$ cat config.mk
export PLATFORM = sky130hd
export DESIGN_NAME = dbg_entry_ctrl
export DESIGN_NICKNAME = d
export VERILOG_FILES = /design/src/rtl/dbg_entry_pkg.sv /design/src/rtl/dbg_enable_sample.sv /design/src/rtl/dbg_tag_pipe.sv /design/src/rtl/dbg_freeze_ctl.sv /design/src/rtl/dbg_track_mux.sv /design/src/rtl/dbg_entry_ctrl.sv
export SDC_FILE = /design/constraint.sdc
export NUM_CORES = 1
export LEC_CHECK = 0
export BUFFER_PORTS_ARGS = -buffer_cell sky130_fd_sc_hd__buf_2
export CAP_MARGIN = 30
export CORE_AREA = 10 10 47 49
export CTS_CLUSTER_DIAMETER = 120
export CTS_CLUSTER_SIZE = 40
export DETAILED_ROUTE_END_ITERATION = 10
export DIE_AREA = 0 0 57 59
export GPL_TIMING_DRIVEN = 0
export PLACE_DENSITY = 0.59
export SLEW_MARGIN = 15
export SYNTH_ARGS = -nofsm -noshare
export SYNTH_HDL_FRONTEND = slang
export SYNTH_HIERARCHICAL = 1
export SYNTH_SLANG_ARGS = --single-unit
$ cat constraint.sdc
create_clock -name clk -period 1 [get_ports clk]
set_input_delay 0.2 -clock clk [delete_from_list [all_inputs] [get_ports clk]]
set_output_delay 0.2 -clock clk [all_outputs]
set_load 0.03 [all_outputs]
$ cat src/rtl/dbg_entry_pkg.sv
package dbg_entry_pkg;

   typedef enum logic {
      MODE_RUN  = 1'b0,
      MODE_HALT = 1'b1
   } dbg_mode_e;

   typedef struct packed {
      logic tag_ack;
      logic operand;
      logic bgnd;
   } dbg_req_t;

   function automatic logic any_bkpt(input dbg_req_t r);
      return r.tag_ack | r.operand;
   endfunction

endpackage

$ cat src/rtl/dbg_enable_sample.sv
module dbg_enable_sample #(
   parameter int SYNC_STAGES = 2
) (
   input  logic clk,
   input  logic rst_n,
   input  logic bkpt_n_i,
   output logic en_o
);
   localparam int LAST = SYNC_STAGES - 1;

   if (SYNC_STAGES < 2) begin : g_bad_sync
      $error("dbg_enable_sample: SYNC_STAGES must be at least 2");
   end

   logic [LAST:0] chain_q;
   logic          en_q;

   always_ff @(posedge clk) chain_q[0] <= bkpt_n_i;

   for (genvar k = 1; k < SYNC_STAGES; k++) begin : g_stage
      always_ff @(posedge clk) chain_q[k] <= chain_q[k-1];
   end

   // loaded on each reset edge, frozen after release
   always_ff @(posedge clk) begin
      if (!rst_n) en_q <= ~chain_q[LAST];
   end

   assign en_o = en_q;

   p_en_stable_r1: assert property (@(posedge clk) disable iff (!rst_n)
      $past(rst_n) |-> $stable(en_q));

endmodule

$ cat src/rtl/dbg_tag_pipe.sv
module dbg_tag_pipe #(
   parameter int PF_STAGES = 2
) (
   input  logic clk,
   input  logic rst_n,
   input  logic adv_i,
   input  logic tag_i,
   input  logic flush_i,
   output logic ack_o
);
   localparam int LAST = PF_STAGES - 1;

   if (PF_STAGES < 1 || PF_STAGES > 8) begin : g_bad_depth
      $error("dbg_tag_pipe: PF_STAGES must be in 1..8");
   end

   logic [LAST:0] tag_q;

   always_ff @(posedge clk) begin
      if (!rst_n)                tag_q[0] <= 1'b0;
      else if (flush_i)          tag_q[0] <= 1'b0;
      else if (adv_i)            tag_q[0] <= tag_i;
   end

   for (genvar k = 1; k < PF_STAGES; k++) begin : g_stage
      always_ff @(posedge clk) begin
         if (!rst_n)             tag_q[k] <= 1'b0;
         else if (flush_i)       tag_q[k] <= 1'b0;
         else if (adv_i)         tag_q[k] <= tag_q[k-1];
      end
   end

   // last prefetch stage hands over to execute: acknowledge unless flushed
   assign ack_o = adv_i & tag_q[LAST] & ~flush_i;

   p_flush_clears_r5: assert property (@(posedge clk) disable iff (!rst_n)
      flush_i |=> (tag_q == '0));

endmodule

$ cat src/rtl/dbg_freeze_ctl.sv
module dbg_freeze_ctl
   import dbg_entry_pkg::*;
(
   input  logic     clk,
   input  logic     rst_n,
   input  logic     en_i,
   input  dbg_req_t req_i,
   input  logic     boundary_i,
   input  logic     resume_i,
   output logic     freeze_o,
   output logic     exc_o
);
   dbg_mode_e mode_q;
   logic      pend_dbg_q, pend_exc_q, exc_q;
   logic      want_dbg, want_exc, take_dbg, take_exc;

   always_comb begin
      want_dbg = en_i & (mode_q == MODE_RUN) & (any_bkpt(req_i) | req_i.bgnd);
      want_exc = ~en_i & any_bkpt(req_i);
      take_dbg = (mode_q == MODE_RUN) & boundary_i & (pend_dbg_q | want_dbg);
      take_exc = boundary_i & (pend_exc_q | want_exc);
   end

   always_ff @(posedge clk) begin
      if (!rst_n) begin
         mode_q     <= MODE_RUN;
         pend_dbg_q <= 1'b0;
         pend_exc_q <= 1'b0;
         exc_q      <= 1'b0;
      end else begin
         exc_q      <= take_exc;
         pend_exc_q <= take_exc ? 1'b0 : (pend_exc_q | want_exc);
         unique case (mode_q)
            MODE_RUN: begin
               mode_q     <= take_dbg ? MODE_HALT : MODE_RUN;
               pend_dbg_q <= take_dbg ? 1'b0 : (pend_dbg_q | want_dbg);
            end
            MODE_HALT: begin
               mode_q     <= resume_i ? MODE_RUN : MODE_HALT;
               pend_dbg_q <= 1'b0;
            end
            default: mode_q <= MODE_RUN;
         endcase
      end
   end

   assign freeze_o = (mode_q == MODE_HALT);
   assign exc_o    = exc_q;

   p_freeze_at_boundary_r7: assert property (@(posedge clk) disable iff (!rst_n)
      (freeze_o && !$past(freeze_o)) |-> $past(boundary_i));
   p_no_exc_when_enabled_r7: assert property (@(posedge clk) disable iff (!rst_n)
      en_i |-> !exc_o);
   p_no_freeze_disabled_r8: assert property (@(posedge clk) disable iff (!rst_n)
      !en_i |-> !freeze_o);
   p_resume_leaves_r10: assert property (@(posedge clk) disable iff (!rst_n)
      (freeze_o && resume_i) |=> !freeze_o);

endmodule

$ cat src/rtl/dbg_track_mux.sv
module dbg_track_mux (
   input  logic clk,
   input  logic rst_n,
   input  logic freeze_i,
   input  logic adv_i,
   input  logic opfetch_i,
   input  logic ser_tx_i,
   input  logic trk1_i,
   output logic trk0_o,
   output logic trk1_o,
   output logic trk1_oe_o,
   output logic ser_rx_o
);
   logic adv_q, of_q;

   always_ff @(posedge clk) begin
      if (!rst_n) begin
         adv_q <= 1'b0;
         of_q  <= 1'b0;
      end else begin
         adv_q <= adv_i;
         of_q  <= opfetch_i;
      end
   end

   always_comb begin
      if (freeze_i) begin
         trk0_o    = ser_tx_i;
         trk1_o    = 1'b0;
         trk1_oe_o = 1'b0;
         ser_rx_o  = trk1_i;
      end else begin
         trk0_o    = adv_q;
         trk1_o    = of_q;
         trk1_oe_o = 1'b1;
         ser_rx_o  = 1'b0;
      end
   end

   p_serial_idle_r9: assert property (@(posedge clk) disable iff (!rst_n)
      !freeze_i |-> (ser_rx_o == 1'b0) && trk1_oe_o);

endmodule

$ cat src/rtl/dbg_entry_ctrl.sv
module dbg_entry_ctrl
   import dbg_entry_pkg::*;
#(
   parameter int SYNC_STAGES = 2,
   parameter int PF_STAGES   = 2
) (
   input  logic clk,
   input  logic rst_n,
   input  logic bkpt_n_i,
   input  logic pipe_adv_i,
   input  logic fetch_tag_i,
   input  logic flush_i,
   input  logic op_bkpt_i,
   input  logic opfetch_i,
   input  logic bgnd_i,
   input  logic boundary_i,
   input  logic resume_i,
   input  logic ser_tx_i,
   input  logic trk1_i,
   output logic freeze_o,
   output logic exc_req_o,
   output logic trk0_o,
   output logic trk1_o,
   output logic trk1_oe_o,
   output logic ser_rx_o
);
   logic     en;
   logic     tag_ack;
   dbg_req_t req;

   dbg_enable_sample #(.SYNC_STAGES(SYNC_STAGES)) u_en (
      .clk(clk), .rst_n(rst_n), .bkpt_n_i(bkpt_n_i), .en_o(en));

   dbg_tag_pipe #(.PF_STAGES(PF_STAGES)) u_tags (
      .clk(clk), .rst_n(rst_n), .adv_i(pipe_adv_i), .tag_i(fetch_tag_i),
      .flush_i(flush_i), .ack_o(tag_ack));

   assign req.tag_ack = tag_ack;
   assign req.operand = op_bkpt_i;
   assign req.bgnd    = bgnd_i;

   dbg_freeze_ctl u_frz (
      .clk(clk), .rst_n(rst_n), .en_i(en), .req_i(req),
      .boundary_i(boundary_i), .resume_i(resume_i),
      .freeze_o(freeze_o), .exc_o(exc_req_o));

   dbg_track_mux u_trk (
      .clk(clk), .rst_n(rst_n), .freeze_i(freeze_o), .adv_i(pipe_adv_i),
      .opfetch_i(opfetch_i), .ser_tx_i(ser_tx_i), .trk1_i(trk1_i),
      .trk0_o(trk0_o), .trk1_o(trk1_o), .trk1_oe_o(trk1_oe_o),
      .ser_rx_o(ser_rx_o));

endmodule

-- Word-level counts from Yosys, hierarchy flattened
Index checks and enable logic that the tools add are counted.
- flip-flop bits (word level): 11
- word-level logic and storage cells: 39
- reductions and logical operators: 2
- multiplexer cells: 9
- bitwise operators: 17
- operators by type and width (cell ; count):
    $and 1x1->1 ; 8
    $mux 1 ; 7
    $not 1->1 ; 5
    $or 1x1->1 ; 4
    $pmux 1 s2 ; 2
    $reduce_or 2->1 ; 2

-- Longest topological paths before layout
Gate-level depths: netlist of the first run.
- depth in word-level cells: 9
- gate-level depth with buffers: 4
- mapped depth without buffers: 4

-- Hierarchy
The synthesis of the first run kept the hierarchy.
- by module, submodules not included (module ; area an instance (um2) ; instances ; cells each):
    dbg_freeze_ctl ; 165.2 ; 1 ; 15
    dbg_track_mux ; 87.6 ; 1 ; 8
    dbg_tag_pipe ; 81.3 ; 1 ; 9
    dbg_enable_sample ; 77.6 ; 1 ; 5

-- Worst setup path before layout of the first run
Ideal clock, no wire load.
- kind: register -> output
- from: register u_frz.mode_q, in the netlist u_frz/freeze_o
- to: output port trk0_o
- path slack: -0.150 ns
- stages on the path, launching flop included: 2
- path buffers: 0
- arrival time: 0.950 ns
- cell sequence: dfxtp_1 -> mux2_4
- longest elaborated chain between the ends: 1
- ends and longest elaborated chain (item ; RTL line ; text):
    start: declaration ; dbg_freeze_ctl.sv:13 ; dbg_mode_e mode_q;
    start signal: assignment ; dbg_freeze_ctl.sv:35 ; mode_q <= take_dbg ? MODE_HALT : MODE_RUN;
    start signal: assignment ; dbg_freeze_ctl.sv:39 ; mode_q <= resume_i ? MODE_RUN : MODE_HALT;
    $mux 1 ; dbg_track_mux.sv:27 ; if (freeze_i) begin
    end: declaration ; dbg_entry_ctrl.sv:22 ; output logic trk0_o,
Every way passes these cells.

-- Final worst setup path of the first run
Ends and elaborated chain as after synthesis.

==> results.md, run 1 <==
* Status: finished, violations left
* Failing checks: setup timing
* Antenna cells at 0
* Die H at 59 um
* Final Critical Period at 1.26 ns
* Setup slack after layout at -0.262 ns
* Final WL at 801 um
* Mapped cell area at 412 sq um
* Synth area leader: dfxtp_1
* Total global-route track usage at 4.96%
* Startpoint Class: flop
* Mux cell area share after synthesis at 8.51%
* Max Fanout on Critical Path at 5
* Wire length per cell at 10.3 um
* Register area share after synthesis at 55.9%
* DIE WIDTH at 57 um
* RSZ-0062 raised after global routing: yes
* Ys Warns at 6
* Top_reg_cell synth: dfxtp_1
* Fillers at 154
* Tot Pwr at 909 uW
* Reg2Reg Setup Slack at 0.05 ns
* Pre-antenna DRT Iters at 2
* VDD IR max at 0.698 mV
* PwrDens at 1470 nW/um^2
* Clock skew at 0.00207 ns
* First-pass GRT wire length at 1.28 mm
* Final antenna-violating net count at 0
* Netlist cell types at 16
* Synth Net Count at 50
* R2R depth at 3
* Core area at 1400 sq um
* Slew Limit Fails at 0
* Synth top area cells: dfxtp_1, edfxtp_1, nor4_4
* FP Rows at 14
* Worst slew pin tran at 0.239 ns
* Area growth from synthesis to layout at 50.5%
* Worst-Skew Late Latency at 0.26 ns
* Crit path kind: reg2out
* Share of layout cells above drive strength 1 at 53.2%
* WHS at 0.0428 ns
* CTS buffer count at 3
* Largest family of logic cells by synthesized area: simple AND/OR/NAND/NOR gates
* PortBufs at 18
* I/O pin count at 19
* Placed inst area at 526 sq um
* Vias in the first global route at 339
* Post-Synth XOR/XNOR Area at 0%
* Crit path DAT at 1.06 ns
* Hold/Removal Path Class: in2reg
* Synth Register Bits at 11
* DRC Markers at 0
* FMAX at 793 MHz
* Critical Path Sink: trk0_o
* Vias per inst at 4.15
* Launching point of the worst reg2reg path: u_frz/freeze_o$_SDFF_PN0_
* Largest net degree at the start of global routing at 8
* CTS Sinks at 11
* EDFF count, synth at 1
* Max H-tree Level at 1
* Iter 0 DRT Violations at 4
* Reg2reg end: u_frz/freeze_o$_SDFF_PN0_
* Syn avg cell area at 11.1 sq um
* CTS tree: yes
* Die area at 3360 sq um
* Max-Cap Viols at 0
* CTS Root Cell: clkbuf_4
* CP Capture Type: output port
* Mapped Cells at 37
* Final setup viols at 5
* Final period util at 126%
* Nets at 76
* CTS clk-pin slew, worst paths at 0.06 ns
* Simple-gate portion of the synthesized area at 21.9%
* Critical Path RT at 0.80 ns
* Via Count at 324
* Slew margin rel. at 84.0%
* Setup TNS at -0.975 ns
* Hold buffer count at cts at 0
* Total congestion overflow at 0
* Crit path launch: u_frz/freeze_o$_SDFF_PN0_
* DP HPWL at 665 um
* Leakage dissipation at 0.282 nW
* Initial Util at 29.4%
* Design area at 619 sq um
* Share of the synthesized area in the top cell type at 48.6%
* Max clock buf depth at 2
* Compound-Gate Fraction of Synth Area at 10.0%
* Post-synth ARST share at 0%
* Initial antenna violation count at 0
* GPL Wtd Cong at 0.675
* Adder-Cell Fraction of Synth Area at 0%
* Hold Vio Cnt, Final at 0
==> repair_timing <==
| action | 4_1_cts | 5_1_grt |
|---|---|---|
| setup buffers | 2 | 1 |
| endpoints found under the setup margin | 6 | 6 |
| resized for setup | 12 | 3 |
| pin swaps | 1 | 1 |
| cloned | 0 | 0 |
==> sequential cells by signal, indices dropped and copies added, names as in the netlist <==
name / cells
u_tags/tag_q: 2
u_frz/pend_dbg_q: 1
u_trk/adv_q: 1
u_frz/exc_o: 1
u_en/en_o: 1
u_frz/freeze_o: 1
u_frz/pend_exc_q: 1
u_trk/of_q: 1
u_en/chain_q: 2
==> cells in the mapped netlist, drive strengths merged, types with 2 or more instances <==
cell type / instances
mux2i: 2
nand2b: 2
dfxtp: 10
nor2: 3
inv: 4
o21bai: 2
nand2: 3
and2: 3
a21oi: 2
==> per-stage QoR <==
stage                     std cells  worst slack, ns  util [%]
final                            78           -0.262      44.2
after global placement           71          -0.0486      37.5
after CTS                        77           -0.280      42.9
after global routing             78           -0.308      44.2
after detailed placement         71          -0.0601      37.5
after floorplan                  37           0.0349         -
==> cells by family after synthesis <==
kind of cell	count (synthesis)
AOI/OAI and AO/OA	5
buffers and inverters	4
DFF	11
muxes	3
and+or+nand+nor	14
==> placed cells by master, fill, tap and decap left out, drive strengths merged <==
cell type	netlist	routed
a21oi	2	2
dfxtp	10	10
mux2i	2	2
o32ai	1	1
clkbuf	0	4
buf	0	21
o21bai	2	2
nand2	3	3
nor2	3	3
and2b	1	1
mux2	1	1
edfxtp	1	1
nor4	1	1
and2	3	3
nor3	1	1
nand2b	2	2
inv	4	4
==> where the power goes <==
part           leakage (nW)  internal, mW  switching, mW  total, mW
Combinational         0.174        0.0805         0.0729      0.153
Clock                0.0150         0.154          0.129      0.283
Sequential           0.0929         0.464        0.00923      0.473
==> per-layer routing <==
metal | track usage [%] | vias up | share of wire (%)
li1 | - | 171 | -
met1 | 4.24 | 140 | 42
met2 | 7.44 | 13 | 47
met3 | 4.08 | 0 | 11
met4 | 4.03 | 0 | 0
met5 | 0 | - | 0
==> worst max-delay path: stages, from the launching register on <==
cell     delay [ns]
dfxtp_4        0.37
mux2_4         0.30
buf_6          0.14
==> worst min path at each step <==
stage          cells past startpoint                 endpoint  slack, ns     start
2_1_floorplan                      0  u_en/chain_q[0]$_DFF_P_       0.23  bkpt_n_i
3_3_place_gp                       1  u_en/chain_q[0]$_DFF_P_       0.30  bkpt_n_i
3_5_place_dp                       1  u_en/chain_q[0]$_DFF_P_       0.30  bkpt_n_i
4_1_cts                            1  u_en/chain_q[0]$_DFF_P_       0.03  bkpt_n_i
5_1_grt                            1  u_en/chain_q[0]$_DFF_P_       0.02  bkpt_n_i
6_report                           1  u_en/chain_q[0]$_DFF_P_       0.04  bkpt_n_i
==> area by class of cell <==
cell class                      instances  area (sq um)  share of cell area (%)
Sequential cell                        11           234                    37.8
Multi-Input combinational cell         22           176                    28.5
Timing Repair Buffer                   21           148                    23.8
Clock buffer                            4          26.3                    4.24
Tap cell                               16          20.0                    3.23
Inverter                                4          15.0                    2.42
Note: power is estimated with default switching activity, not from simulation.
==> run 2: changes to the inputs <==
--- a/config.mk
+++ b/config.mk
@@ -13,7 +13,8 @@
 export DETAILED_ROUTE_END_ITERATION = 10
 export DIE_AREA = 0 0 57 59
 export GPL_TIMING_DRIVEN = 0
-export PLACE_DENSITY = 0.59
+export MAX_ROUTING_LAYER = met4
+export PLACE_DENSITY = 0.61
 export SLEW_MARGIN = 15
 export SYNTH_ARGS = -nofsm -noshare
 export SYNTH_HDL_FRONTEND = slang
==> run 2 against run 1 <==
Compared with the run above: the run still ends with setup timing left; routed wire length up 2.9%; utilization is 0.45 points lower; via count rose by 0.62%; highest routed layer is now met4.
==> results.md, run 2 (synthesized netlist as in run 1, its figures left out) <==
* Status: finished, violations left
* Failing checks: setup timing
* Final antenna-violating net count at 0
* Final Critical Period at 1.26 ns
* Startpoint Class: flop
* Critical Path, Cell by Cell: mux2_4, buf_6
* DRC Markers at 0
* Die area at 3360 sq um
* Vias per inst at 4.23
* Sw frac at 23.6%
* Min-Delay Endpoint: u_en/chain_q[0]$_DFF_P_
* Nets at 75
* Via Count at 326
* DIE WIDTH at 57 um
* FMAX at 797 MHz
* Core area at 1400 sq um
* Max Fanout on Critical Path at 4
* CTS clk-pin slew, worst paths at 0.06 ns
* Tot Pwr at 912 uW
* Internal at 696 uW
* Worst-Skew Late Latency at 0.26 ns
* Vias in the first global route at 349
* CTS Sinks at 11
* Area growth from synthesis to layout at 48.9%
* Design area at 613 sq um
* Combinational group share of total power at 16.6%
* Slew margin rel. at 83.2%
* CTS tree: yes
* Iter 0 DRT Violations at 3
* Hold buffer count at cts at 0
* Launching point of the worst reg2reg path: u_frz/freeze_o$_SDFF_PN0_
* Critical Path RT at 0.80 ns
* Clock network power share at 31.5%
* Most frequent cells in the layout: buf_2, dfxtp_1, buf_6
* Leakage dissipation at 0.279 nW
* Max-Cap Viols at 0
* Final setup viols at 5
* Largest net degree at the start of global routing at 8
* CTS buffer count at 3
* Initial Util at 29.4%
* Inst Count DP at 71
* Share of layout cells above drive strength 1 at 54.1%
* Reg2reg end: u_frz/freeze_o$_SDFF_PN0_
* Antenna cells at 0
* Finished Layout Cells at 77
* Die H at 59 um
* GPL Wtd Cong at 0.683
* DP HPWL at 668 um
* Final period util at 126%
* Slew Limit Fails at 0
* Worst slew pin tran at 0.250 ns
* Hold Path Origin: bkpt_n_i
* PortBufs at 18
* Crit path kind: reg2out
* Worst slack at placement at -0.0570 ns
* Largest registers: u_en/chain_q x2, u_tags/tag_q x2
* Hold path depth at 1
* Hold/Removal Path Class: in2reg
* Total congestion overflow at 0
* Slowest stage delay, CP at 0.36 ns
* Initial antenna violation count at 0
* FP Rows at 14
* I/O pin count at 19
* Reg2Reg Setup Slack at 0.04 ns
* CTS Root Cell: clkbuf_4
* Pre-antenna DRT Iters at 2
* VDD IR max at 0.641 mV
* NetSw at 215 uW
* Clock skew at 0.000624 ns
* Total global-route track usage at 5.85%
* Commonest non-fill, non-tap cell in the layout: buf_2
* Setup slack after layout at -0.255 ns
* WHS at 0.0395 ns
* RSZ-0062 raised after global routing: yes
* Hold Vio Cnt, Final at 0
* CP Capture Type: output port
* PwrDens at 1490 nW/um^2
* Final WL at 824 um
* Wire length per cell at 10.7 um
* First-pass GRT wire length at 1.51 mm
* Max clock buf depth at 2
* Sequential cell fraction of total power at 52.0%
* Max H-tree Level at 1
* Placed inst area at 526 sq um
* R2R depth at 3
* Crit path DAT at 1.06 ns
* Slowest stage cell, crit path: dfxtp_4
run 2: changes by cell type in the layout (fill, tap and decap cells not counted), sizes merged:
cell	change
buf	-1
run 2: final cells by class:
| type | count | area, sq um |
|---|---|---|
| sequential | 11 | 234 |
| inverter | 4 | 15.0 |
| fill | 156 | 788 |
| timing repair buffer | 20 | 136 |
| clock buffer | 4 | 26.3 |
| multi-input combinational | 22 | 181 |
| tap | 16 | 20.0 |
run 2: metal layers:
metal  share of wire (%)  vias up  GRT usage (%)
li1                    -      172              -
met1                  46      141           5.89
met2                  48       11           8.37
met3                 4.6        2           2.79
met4                 1.3        0           5.03
met5                   0        -              -
run 2: worst max path at each step:
stage,startpoint,endpoint,slack (ns),depth (start not counted)
finish,u_frz/freeze_o$_SDFF_PN0_,trk0_o,-0.26,2
global route,u_frz/freeze_o$_SDFF_PN0_,trk0_o,-0.29,2
CTS,u_frz/freeze_o$_SDFF_PN0_,trk0_o,-0.28,2
detailed placement,pipe_adv_i,u_frz/freeze_o$_SDFF_PN0_,-0.06,5
global placement,pipe_adv_i,u_frz/freeze_o$_SDFF_PN0_,-0.05,5
floorplan,u_frz/freeze_o$_SDFF_PN0_,trk0_o,0.03,1
run 2: through the flow:
stage | TNS, ns | util [%]
global route | -1.04 | 43.8
floorplan | 0 | -
detailed placement | -0.0879 | 37.5
global placement | -0.0815 | 37.5
CTS | -0.930 | 43.2
finish | -0.825 | 43.8
run 2: timing repair:
item	CTS	global route
endpoints found under the setup margin	6	6
pin swaps	1	1
setup buffers	2	0
gates resized for setup	14	2
hold endpoints to repair	0	0
gates cloned	0	0
run 2: power groups by stage:
| stage | clock network, mW | registers [mW] | logic (mW) |
|---|---|---|---|
| finish | 0.287 | 0.474 | 0.151 |
| global route | 0.329 | 0.475 | 0.165 |
| CTS | 0.309 | 0.474 | 0.152 |
| detailed placement | 0 | 0.485 | 0.121 |
| global placement | 0 | 0.485 | 0.120 |
| floorplan | 0 | 0.491 | 0.0643 |
run 2: critical path, delay by kind of cell, from the launching register on:
kind     cells  cell delay (ns)
buf+inv      1             0.14
flops        1             0.36
mux          1             0.30
